<file path="src/rtl/dcd_pkg.sv">
package dcd_pkg;
    // control word flag positions
    localparam int FLG_VALID = 31;
    localparam int FLG_WRAP  = 29;
    localparam int FLG_INTR  = 28;
    localparam int FLG_LAST  = 27;
    localparam int FLG_CONT  = 25;

    // descriptor word offsets
    localparam int OFF_LEN    = 4;
    localparam int OFF_SRC    = 8;
    localparam int OFF_DST    = 12;
    localparam int DESC_BYTES = 16;
    localparam int WORD_BYTES = 4;

    // event vector positions
    localparam int EV_BC  = 0;
    localparam int EV_NR  = 1;
    localparam int NUM_EV = 2;

    typedef enum logic [3:0] {
        S_IDLE,
        S_CTRL,
        S_LEN,
        S_SRC,
        S_DST,
        S_RD,
        S_WR,
        S_WB,
        S_DONE
    } seq_state_e;
endpackage

</file>
<file path="src/rtl/dcd_lane_mask.sv">
module dcd_lane_mask #(
    parameter int LEN_W = 16,
    parameter int LANES = 4
) (
    input  logic [LEN_W-1:0] rem_i,
    output logic [LANES-1:0] be_o
);
    // lane i carries a byte while more than i bytes remain
    for (genvar i = 0; i < LANES; i++) begin : g_lane
        assign be_o[i] = (rem_i > LEN_W'(i));
    end
endmodule

</file>
<file path="src/rtl/dcd_events.sv">
module dcd_events #(
    parameter int N = 2
) (
    input  logic         clk,
    input  logic         rst_n,
    input  logic [N-1:0] set_i,
    input  logic [N-1:0] clr_i,
    input  logic [N-1:0] mask_i,
    output logic [N-1:0] evt_o,
    output logic         irq_o
);
    logic [N-1:0] evt_d, evt_q;

    always_comb begin
        evt_d = (evt_q & ~clr_i) | set_i;
    end

    always_ff @(posedge clk or negedge rst_n) begin
        if (!rst_n) evt_q <= '0;
        else        evt_q <= evt_d;
    end

    assign evt_o = evt_q;
    assign irq_o = |(evt_q & mask_i);
endmodule

</file>
<file path="src/rtl/desc_chain_dma.sv">
module desc_chain_dma
    import dcd_pkg::*;
#(
    parameter int ADDR_W = 32,
    parameter int DATA_W = 32,
    parameter int LEN_W  = 16
) (
    input  logic              clk,
    input  logic              rst_n,
    input  logic              start,
    input  logic [ADDR_W-1:0] tbl_base,
    input  logic [1:0]        evt_clr,
    input  logic [1:0]        evt_mask,
    output logic              mem_req,
    output logic              mem_we,
    output logic [ADDR_W-1:0] mem_addr,
    output logic [DATA_W-1:0] mem_wdata,
    output logic [3:0]        mem_be,
    input  logic [DATA_W-1:0] mem_rdata,
    input  logic              mem_ready,
    output logic              busy,
    output logic              evt_bc,
    output logic              evt_nr,
    output logic              irq
);
    localparam int LANES = DATA_W / 8;

    typedef struct packed {
        seq_state_e        st;
        logic              started;
        logic [ADDR_W-1:0] cur;
        logic [DATA_W-1:0] ctrl;
        logic [LEN_W-1:0]  rem;
        logic [ADDR_W-1:0] src;
        logic [ADDR_W-1:0] dst;
        logic [DATA_W-1:0] dword;
    } seq_regs_t;

    seq_regs_t r_d, r_q;

    logic [NUM_EV-1:0] ev_set;
    logic [NUM_EV-1:0] ev_vec;
    logic [LANES-1:0]  tail_be;
    seq_state_e        fin_st;

    dcd_lane_mask #(.LEN_W(LEN_W), .LANES(LANES)) u_mask (
        .rem_i (r_q.rem),
        .be_o  (tail_be)
    );

    dcd_events #(.N(NUM_EV)) u_evt (
        .clk    (clk),
        .rst_n  (rst_n),
        .set_i  (ev_set),
        .clr_i  (evt_clr),
        .mask_i (evt_mask),
        .evt_o  (ev_vec),
        .irq_o  (irq)
    );

    always_comb begin
        r_d       = r_q;
        ev_set    = '0;
        mem_req   = 1'b0;
        mem_we    = 1'b0;
        mem_addr  = r_q.cur;
        mem_wdata = '0;
        mem_be    = '1;
        fin_st    = r_q.ctrl[FLG_CONT] ? S_DONE : S_WB;

        unique case (r_q.st)
            S_IDLE: begin
                if (start) begin
                    r_d.started = 1'b1;
                    if (!r_q.started) r_d.cur = tbl_base;
                    r_d.st = S_CTRL;
                end
            end
            S_CTRL: begin
                mem_req = 1'b1;
                if (mem_ready) begin
                    r_d.ctrl = mem_rdata;
                    if (!mem_rdata[FLG_VALID]) begin
                        ev_set[EV_NR] = 1'b1;
                        r_d.st = S_IDLE;
                    end else begin
                        r_d.st = S_LEN;
                    end
                end
            end
            S_LEN: begin
                mem_req  = 1'b1;
                mem_addr = r_q.cur + ADDR_W'(OFF_LEN);
                if (mem_ready) begin
                    r_d.rem = mem_rdata[LEN_W-1:0];
                    r_d.st  = S_SRC;
                end
            end
            S_SRC: begin
                mem_req  = 1'b1;
                mem_addr = r_q.cur + ADDR_W'(OFF_SRC);
                if (mem_ready) begin
                    r_d.src = mem_rdata[ADDR_W-1:0];
                    r_d.st  = S_DST;
                end
            end
            S_DST: begin
                mem_req  = 1'b1;
                mem_addr = r_q.cur + ADDR_W'(OFF_DST);
                if (mem_ready) begin
                    r_d.dst = mem_rdata[ADDR_W-1:0];
                    r_d.st  = (r_q.rem == '0) ? fin_st : S_RD;
                end
            end
            S_RD: begin
                mem_req  = 1'b1;
                mem_addr = r_q.src;
                if (mem_ready) begin
                    r_d.dword = mem_rdata;
                    r_d.st    = S_WR;
                end
            end
            S_WR: begin
                mem_req   = 1'b1;
                mem_we    = 1'b1;
                mem_addr  = r_q.dst;
                mem_wdata = r_q.dword;
                mem_be    = tail_be;
                if (mem_ready) begin
                    r_d.src = r_q.src + ADDR_W'(WORD_BYTES);
                    r_d.dst = r_q.dst + ADDR_W'(WORD_BYTES);
                    if (r_q.rem <= LEN_W'(WORD_BYTES)) begin
                        r_d.rem = '0;
                        r_d.st  = fin_st;
                    end else begin
                        r_d.rem = r_q.rem - LEN_W'(WORD_BYTES);
                        r_d.st  = S_RD;
                    end
                end
            end
            S_WB: begin
                mem_req   = 1'b1;
                mem_we    = 1'b1;
                mem_wdata = r_q.ctrl & ~(DATA_W'(1) << FLG_VALID);
                if (mem_ready) r_d.st = S_DONE;
            end
            S_DONE: begin
                ev_set[EV_BC] = r_q.ctrl[FLG_INTR];
                r_d.cur = r_q.ctrl[FLG_WRAP] ? tbl_base
                                              : r_q.cur + ADDR_W'(DESC_BYTES);
                r_d.st  = (r_q.ctrl[FLG_LAST] && !r_q.ctrl[FLG_CONT]) ? S_IDLE : S_CTRL;
            end
            default: r_d.st = S_IDLE;
        endcase
    end

    always_ff @(posedge clk or negedge rst_n) begin
        if (!rst_n) begin
            r_q    <= '0;
            r_q.st <= S_IDLE;
        end else begin
            r_q <= r_d;
        end
    end

    assign busy   = (r_q.st != S_IDLE);
    assign evt_bc = ev_vec[EV_BC];
    assign evt_nr = ev_vec[EV_NR];
endmodule

</file>
<file path="config.mk">
export PLATFORM = sky130hd
export DESIGN_NAME = desc_chain_dma
export DESIGN_NICKNAME = d
export VERILOG_FILES = /design/src/rtl/dcd_pkg.sv /design/src/rtl/dcd_lane_mask.sv /design/src/rtl/dcd_events.sv /design/src/rtl/desc_chain_dma.sv
export SDC_FILE = /design/constraint.sdc
export NUM_CORES = 1
export LEC_CHECK = 0
export BUFFER_PORTS_ARGS = -buffer_cell sky130_fd_sc_hd__buf_2
export CORE_MARGIN = 5
export CORE_UTILIZATION = 30
export CTS_CLUSTER_DIAMETER = 40
export DETAILED_ROUTE_END_ITERATION = 8
export HOLD_SLACK_MARGIN = 0.03
export PLACE_DENSITY = 0.44
export SETUP_SLACK_MARGIN = 0.3
export SLEW_MARGIN = 20
export SYNTH_ARGS = -nofsm -noshare
export SYNTH_HDL_FRONTEND = slang
export SYNTH_SLANG_ARGS = --single-unit
</file>
<file path="constraint.sdc">
create_clock -name clk -period 6.3 [get_ports clk]
set_input_delay 1.26 -clock clk [delete_from_list [all_inputs] [get_ports clk]]
set_output_delay 1.26 -clock clk [all_outputs]
set_load 0.1 [all_outputs]
</file>
* Yosys cells after proc, flatten, opt, wreduce, memory -nomap -nowiden *
Cells that the tools add are included.

storage, ports and cells
  output and inout bits = 74
  word-level logic and storage cells = 95
  bits of input ports = 72
  register bits after elaboration = 182

operators by class
  equal/unequal tests = 17
  multiplexer cells = 33
  add/subtract/negate cells = 7
  bitwise operators = 4
  reduce and logical (&&, ||, !) cells = 20
  $lt $le $gt $ge = 5

operators by type and width
  operator                                                         count
  case mux 32 bit (2 select lines)                                 4
  case mux 32 bit (5 select lines)                                 1
  adder 32 x 3 -> 32 bit (second input constant)                   3
  two-way mux 32 bit                                               3
  two-way mux 80 bit                                               1
  adder 32 x 4 -> 32 bit (second input constant)                   2
  two-way mux 4 bit                                                11
  two-way mux 37 bit                                               1
  case mux 4 bit (9 select lines)                                  1
  adder 32 x 5 -> 32 bit (second input constant)                   1
  greater-than comparator 16 x 1 -> 1 bit (second input constant)  2
  greater-than comparator 16 x 2 -> 1 bit (second input constant)  2
  two-way mux 16 bit                                               2
  case mux 16 bit (2 select lines)                                 1
  inequality test 2 bit (second input constant)                    9
  equality test 4 x 3 -> 1 bit (second input constant)             4
  <= comparator 16 x 3 -> 1 bit (second input constant)            1
  zero test 16 bit                                                 1
  subtractor 16 x 3 -> 16 bit (second input constant)              1
  AND reduction 3 bit                                              4
  equality test 4 x 2 -> 1 bit (second input constant)             2
  AND reduction 8 bit                                              1
  nonzero test 2 bit                                               4
  two-way mux 1 bit                                                7
  other kinds (13)                                                 17

* Depth between registers and ports, before layout *
  word-level depth = 4
  mapped depth = 10
  mapped depth without buffers = 8

* Modules after synthesis *
Synthesis repeated with hierarchy kept, for this count alone.

unflattened totals
  cells, all modules = 1427
  area total of the unflattened synthesis = 12135.4 um2

by module, submodules not included
  module          seq. area each (um2)  cells each  instances  area each (um2)
  desc_chain_dma  4504.3                1409        1          11967.7
  dcd_lane_mask   0.0                   11          1          85.1
  dcd_events      50.0                  7           1          82.6

* Worst setup path before layout *
OpenSTA, ideal clock, no wires.

  path type = reg-to-output
  start point = register r_q[149] (netlist bit)
  end point = output mem_addr[17]
  slack = 0.260 ns
  required time = 5.040 ns
  arrival time = 4.780 ns
  path buffers = 2
  stages on the path, launching flop included = 6
  cells stage by stage = dfrtp_1 > buf_4 > nand4_2 > or4_4 > buf_6 > o311ai_0

between the ends
  word-level cells in the longest chain between the ends = 2
  elaborated cells between the ends (all ways) = 4
  those cells by class = add/sub: 3; mux: 1

RTL lines
  item                                                  line                   text
  start: declaration                                    desc_chain_dma.sv:39   seq_regs_t r_d, r_q;
  start signal: assignment                              desc_chain_dma.sv:162  r_q <= r_d;
  adder 32 x 4 -> 32 bit, or another cell as far along  desc_chain_dma.sv:109  mem_addr = r_q.cur + ADDR_W'(OFF_DST);
  case mux 32 bit (5 select lines) *                    desc_chain_dma.sv:71   unique case (r_q.st)
  end: declaration                                      desc_chain_dma.sv:16   output logic [ADDR_W-1:0] mem_addr,

Mark *: on every way between the ends. The rest lies on a longest branch, timed or not.

* Worst setup path after layout *
  start point = register r_q[179] (netlist bit)
  end point = output mem_addr[12]

between the ends
  word-level cells in the longest chain between the ends = 2
  elaborated cells between the ends (all ways) = 6
  those cells by class = eq/ne: 5; mux: 1

RTL lines
  item                                                                                 line
  equality test 4 x 3 -> 1 bit / equality test 4 x 2 -> 1 bit (equally long branches)  desc_chain_dma.sv:71
  case mux 32 bit (5 select lines) *                                                   desc_chain_dma.sv:71

Marks and branches as above.

==> impl_metrics.toml <==
[synth]
synth_nets = 1484
synth_top_area_cell = "dfrtp_1"
ys_seq_area_share_pct = 38.3
synth_edf_count = 0
ys.flop_type = "dfrtp_1"
syn_area_um2 = 11900
synth-seq-cells = 182
synthCells = 1405
yosys_warnings = 0
synth-async-reset-ratio_pct = 100
synth_area_per_cell_um2 = 8.45
synth_top_cells_by_area = "dfrtp_1, mux2_2, o21ai_0"
synth_largest_type_area_fraction_pct = 38.3
synth.distinct_cells = 78

[setup_path]
cp-end-kind = "primary output"
path_max_fanout = 21
arrival_ns = 3.96
critPathKind = "reg -> out"
startpoint_type = "flop"
crit_required_ns = 5.04

[timing]
period_share_pct = 82.9
rsz0062_at_grt = "false"
slew_violations = 0
skew_ns = 0.00981
hold_viol = 0
max_slew_margin_pct = 32.1
min_period_ns = 5.22
tightest_slew_ns = 1.02
setup_viol = 0
fmax_mhz = 192
timing.setup.tns_ns = 0

[cts]
clk_path_buf_depth = 2
hold_buffers = 0
clock_sinks = 182
insertion_delay_ns = 0.47
cts_tree = "yes"
cts_root_buf = "clkbuf_16"
cts.clk_slew.worst_paths_ns = 0.07
cts_resized = 0
post_cts_buffers = 0
htreeDepth = 4
numCtsBuffers = 17

[die]
start_util_pct = 30.5
die_w_um = 209
dieArea_um2 = 43700
ios = 146
die_h_um = 209
fp.coreArea_um2 = 38900
num_rows = 72

[grt]
grt_pass1_wl_um = 70400
overflow = 0
grt_max_degree = 146
track_usage_pct = 20.5
antenna_found_initial = 0
grt_pass1_vias = 11200

[final_layout]
finalInstanceArea_um2 = 13500
layout-drive-gt1-share_pct = 20.0
area_growth_pct = 14.1
fin_nets = 1556
layout_commonest_cell = "dfrtp_1"
utilization_pct = 34.8
num_antenna_cells = 0
final_cell_mix = "dfrtp_1, nand2_1, buf_2, o21ai_0, a21oi_1"

[routing]
drt_drc_violations_left = 0
antenna_left = 0
wire_per_inst_um = 22.6
drt_iter0_markers = 1077
vias_per_cell = 5.77
vias = 11600
drt_wl_total_um = 45400
firstDrtPassIters = 5

[placed_design]
dp_hpwl_um = 32200
place_congestion = 0.867
io_buffers = 145
placed_area_um2 = 12900

[status]
status = "finished, final reports clean"

[flow_run]
max_cap_violations = 0

[pwr]
power.density_nw_per_um2 = 605
vdd_drop_max_mv = 0.372
cellLeakagePower_nw = 5.43

[worst_hold_path]
hold_path_class = "reg -> reg"
-- final timing paths --
kind / start / endpoint / slack (ns) / cells past startpoint
setup reg to reg: r_q[178] / r_q[109] / 2.68 / 5
setup / recovery: r_q[179] / mem_addr[12] / 1.08 / 9
hold / removal: r_q[176] / r_q[176] / 0.47 / 1
max in group asynchronous: rst_n / r_q[162] / 4.33 / 2
hold reg to reg: r_q[176] / r_q[176] / 0.47 / 1
min in group asynchronous: rst_n / u_evt.evt_o[0] / 0.70 / 1
-- critical path, stage by stage (launching register included) --
cell and delay, ns:
dfrtp_1 0.77, nor4b_4 0.44, xnor2_1 0.17, ha_1 0.24
a21o_1 0.41, nand2_1 0.18, nand2_1 0.32, a21oi_1 0.12
o31ai_1 0.34, buf_2 0.50
-- Yosys cell counts (14+ instances only) --
| library cell | number |
|---|---|
| nor3_1 | 44 |
| a31oi_1 | 21 |
| buf_2 | 14 |
| a22o_1 | 37 |
| nand2_1 | 144 |
| buf_1 | 15 |
| o21ai_0 | 143 |
| o22ai_1 | 27 |
| and3_1 | 17 |
| nand3_1 | 55 |
| mux2_2 | 69 |
| inv_1 | 26 |
| dfrtp_1 | 182 |
| o211ai_1 | 14 |
| nand4_1 | 29 |
| a22oi_1 | 26 |
| nor4_1 | 17 |
| clkbuf_1 | 68 |
| nor2_1 | 104 |
| a21oi_1 | 136 |
-- routing by layer --
metal / up-vias / track usage [%] / part of all wire, %
met5: - / 0 / 0
met4: 0 / 4.79 / 1.6
met3: 42 / 3.66 / 5.3
met2: 371 / 31.4 / 45
met1: 5733 / 30.1 / 48
li1: 5436 / - / -
-- where the power goes --
| part | total (mW) | switching, mW | internal (mW) |
|---|---|---|---|
| clock | 1.15 | 0.551 | 0.603 |
| sequential | 2.54 | 0.818 | 1.73 |
| combinational | 4.50 | 3.30 | 1.20 |
-- flip-flops by register name (all words and copies together), names as in the netlist --
name / cells
r_q: 180
u_evt.evt_o: 2
-- stage by stage --
step / std cells / power (mW) / worst slack (ns) / hold slack (ns)
floorplan: 1405 / 5.99 / 1.04 / 0.442
global placement: 1976 / 7.02 / 1.62 / 0.455
detailed placement: 1976 / 7.03 / 1.57 / 0.461
CTS: 2008 / 8.22 / 1.03 / 0.478
global route: 2008 / 8.67 / 0.914 / 0.504
finish: 2008 / 8.20 / 1.08 / 0.474
-- final cells by class --
cell class | instances | area (um^2)
Fill cell | 4101 | 25400
Inverter | 26 | 97.6
Multi-Input combinational cell | 1081 | 6690
Tap cell | 518 | 648
Timing Repair Buffer | 169 | 940
Clock inverter | 15 | 191
Clock buffer | 17 | 425
Sequential cell | 182 | 4550
-- cell families after synthesis --
logic type | Yosys count | synth area share [%]
buffers and inverters | 142 | 5.90
muxes | 73 | 6.88
DFF | 182 | 38.3
AOI/OAI and AO/OA | 511 | 27.4
and+or+nand+nor | 475 | 19.7
adders and majority gates | 7 | 0.737
xor gates and xnor gates | 15 | 1.11
Note: power is estimated with default switching activity, not from simulation.
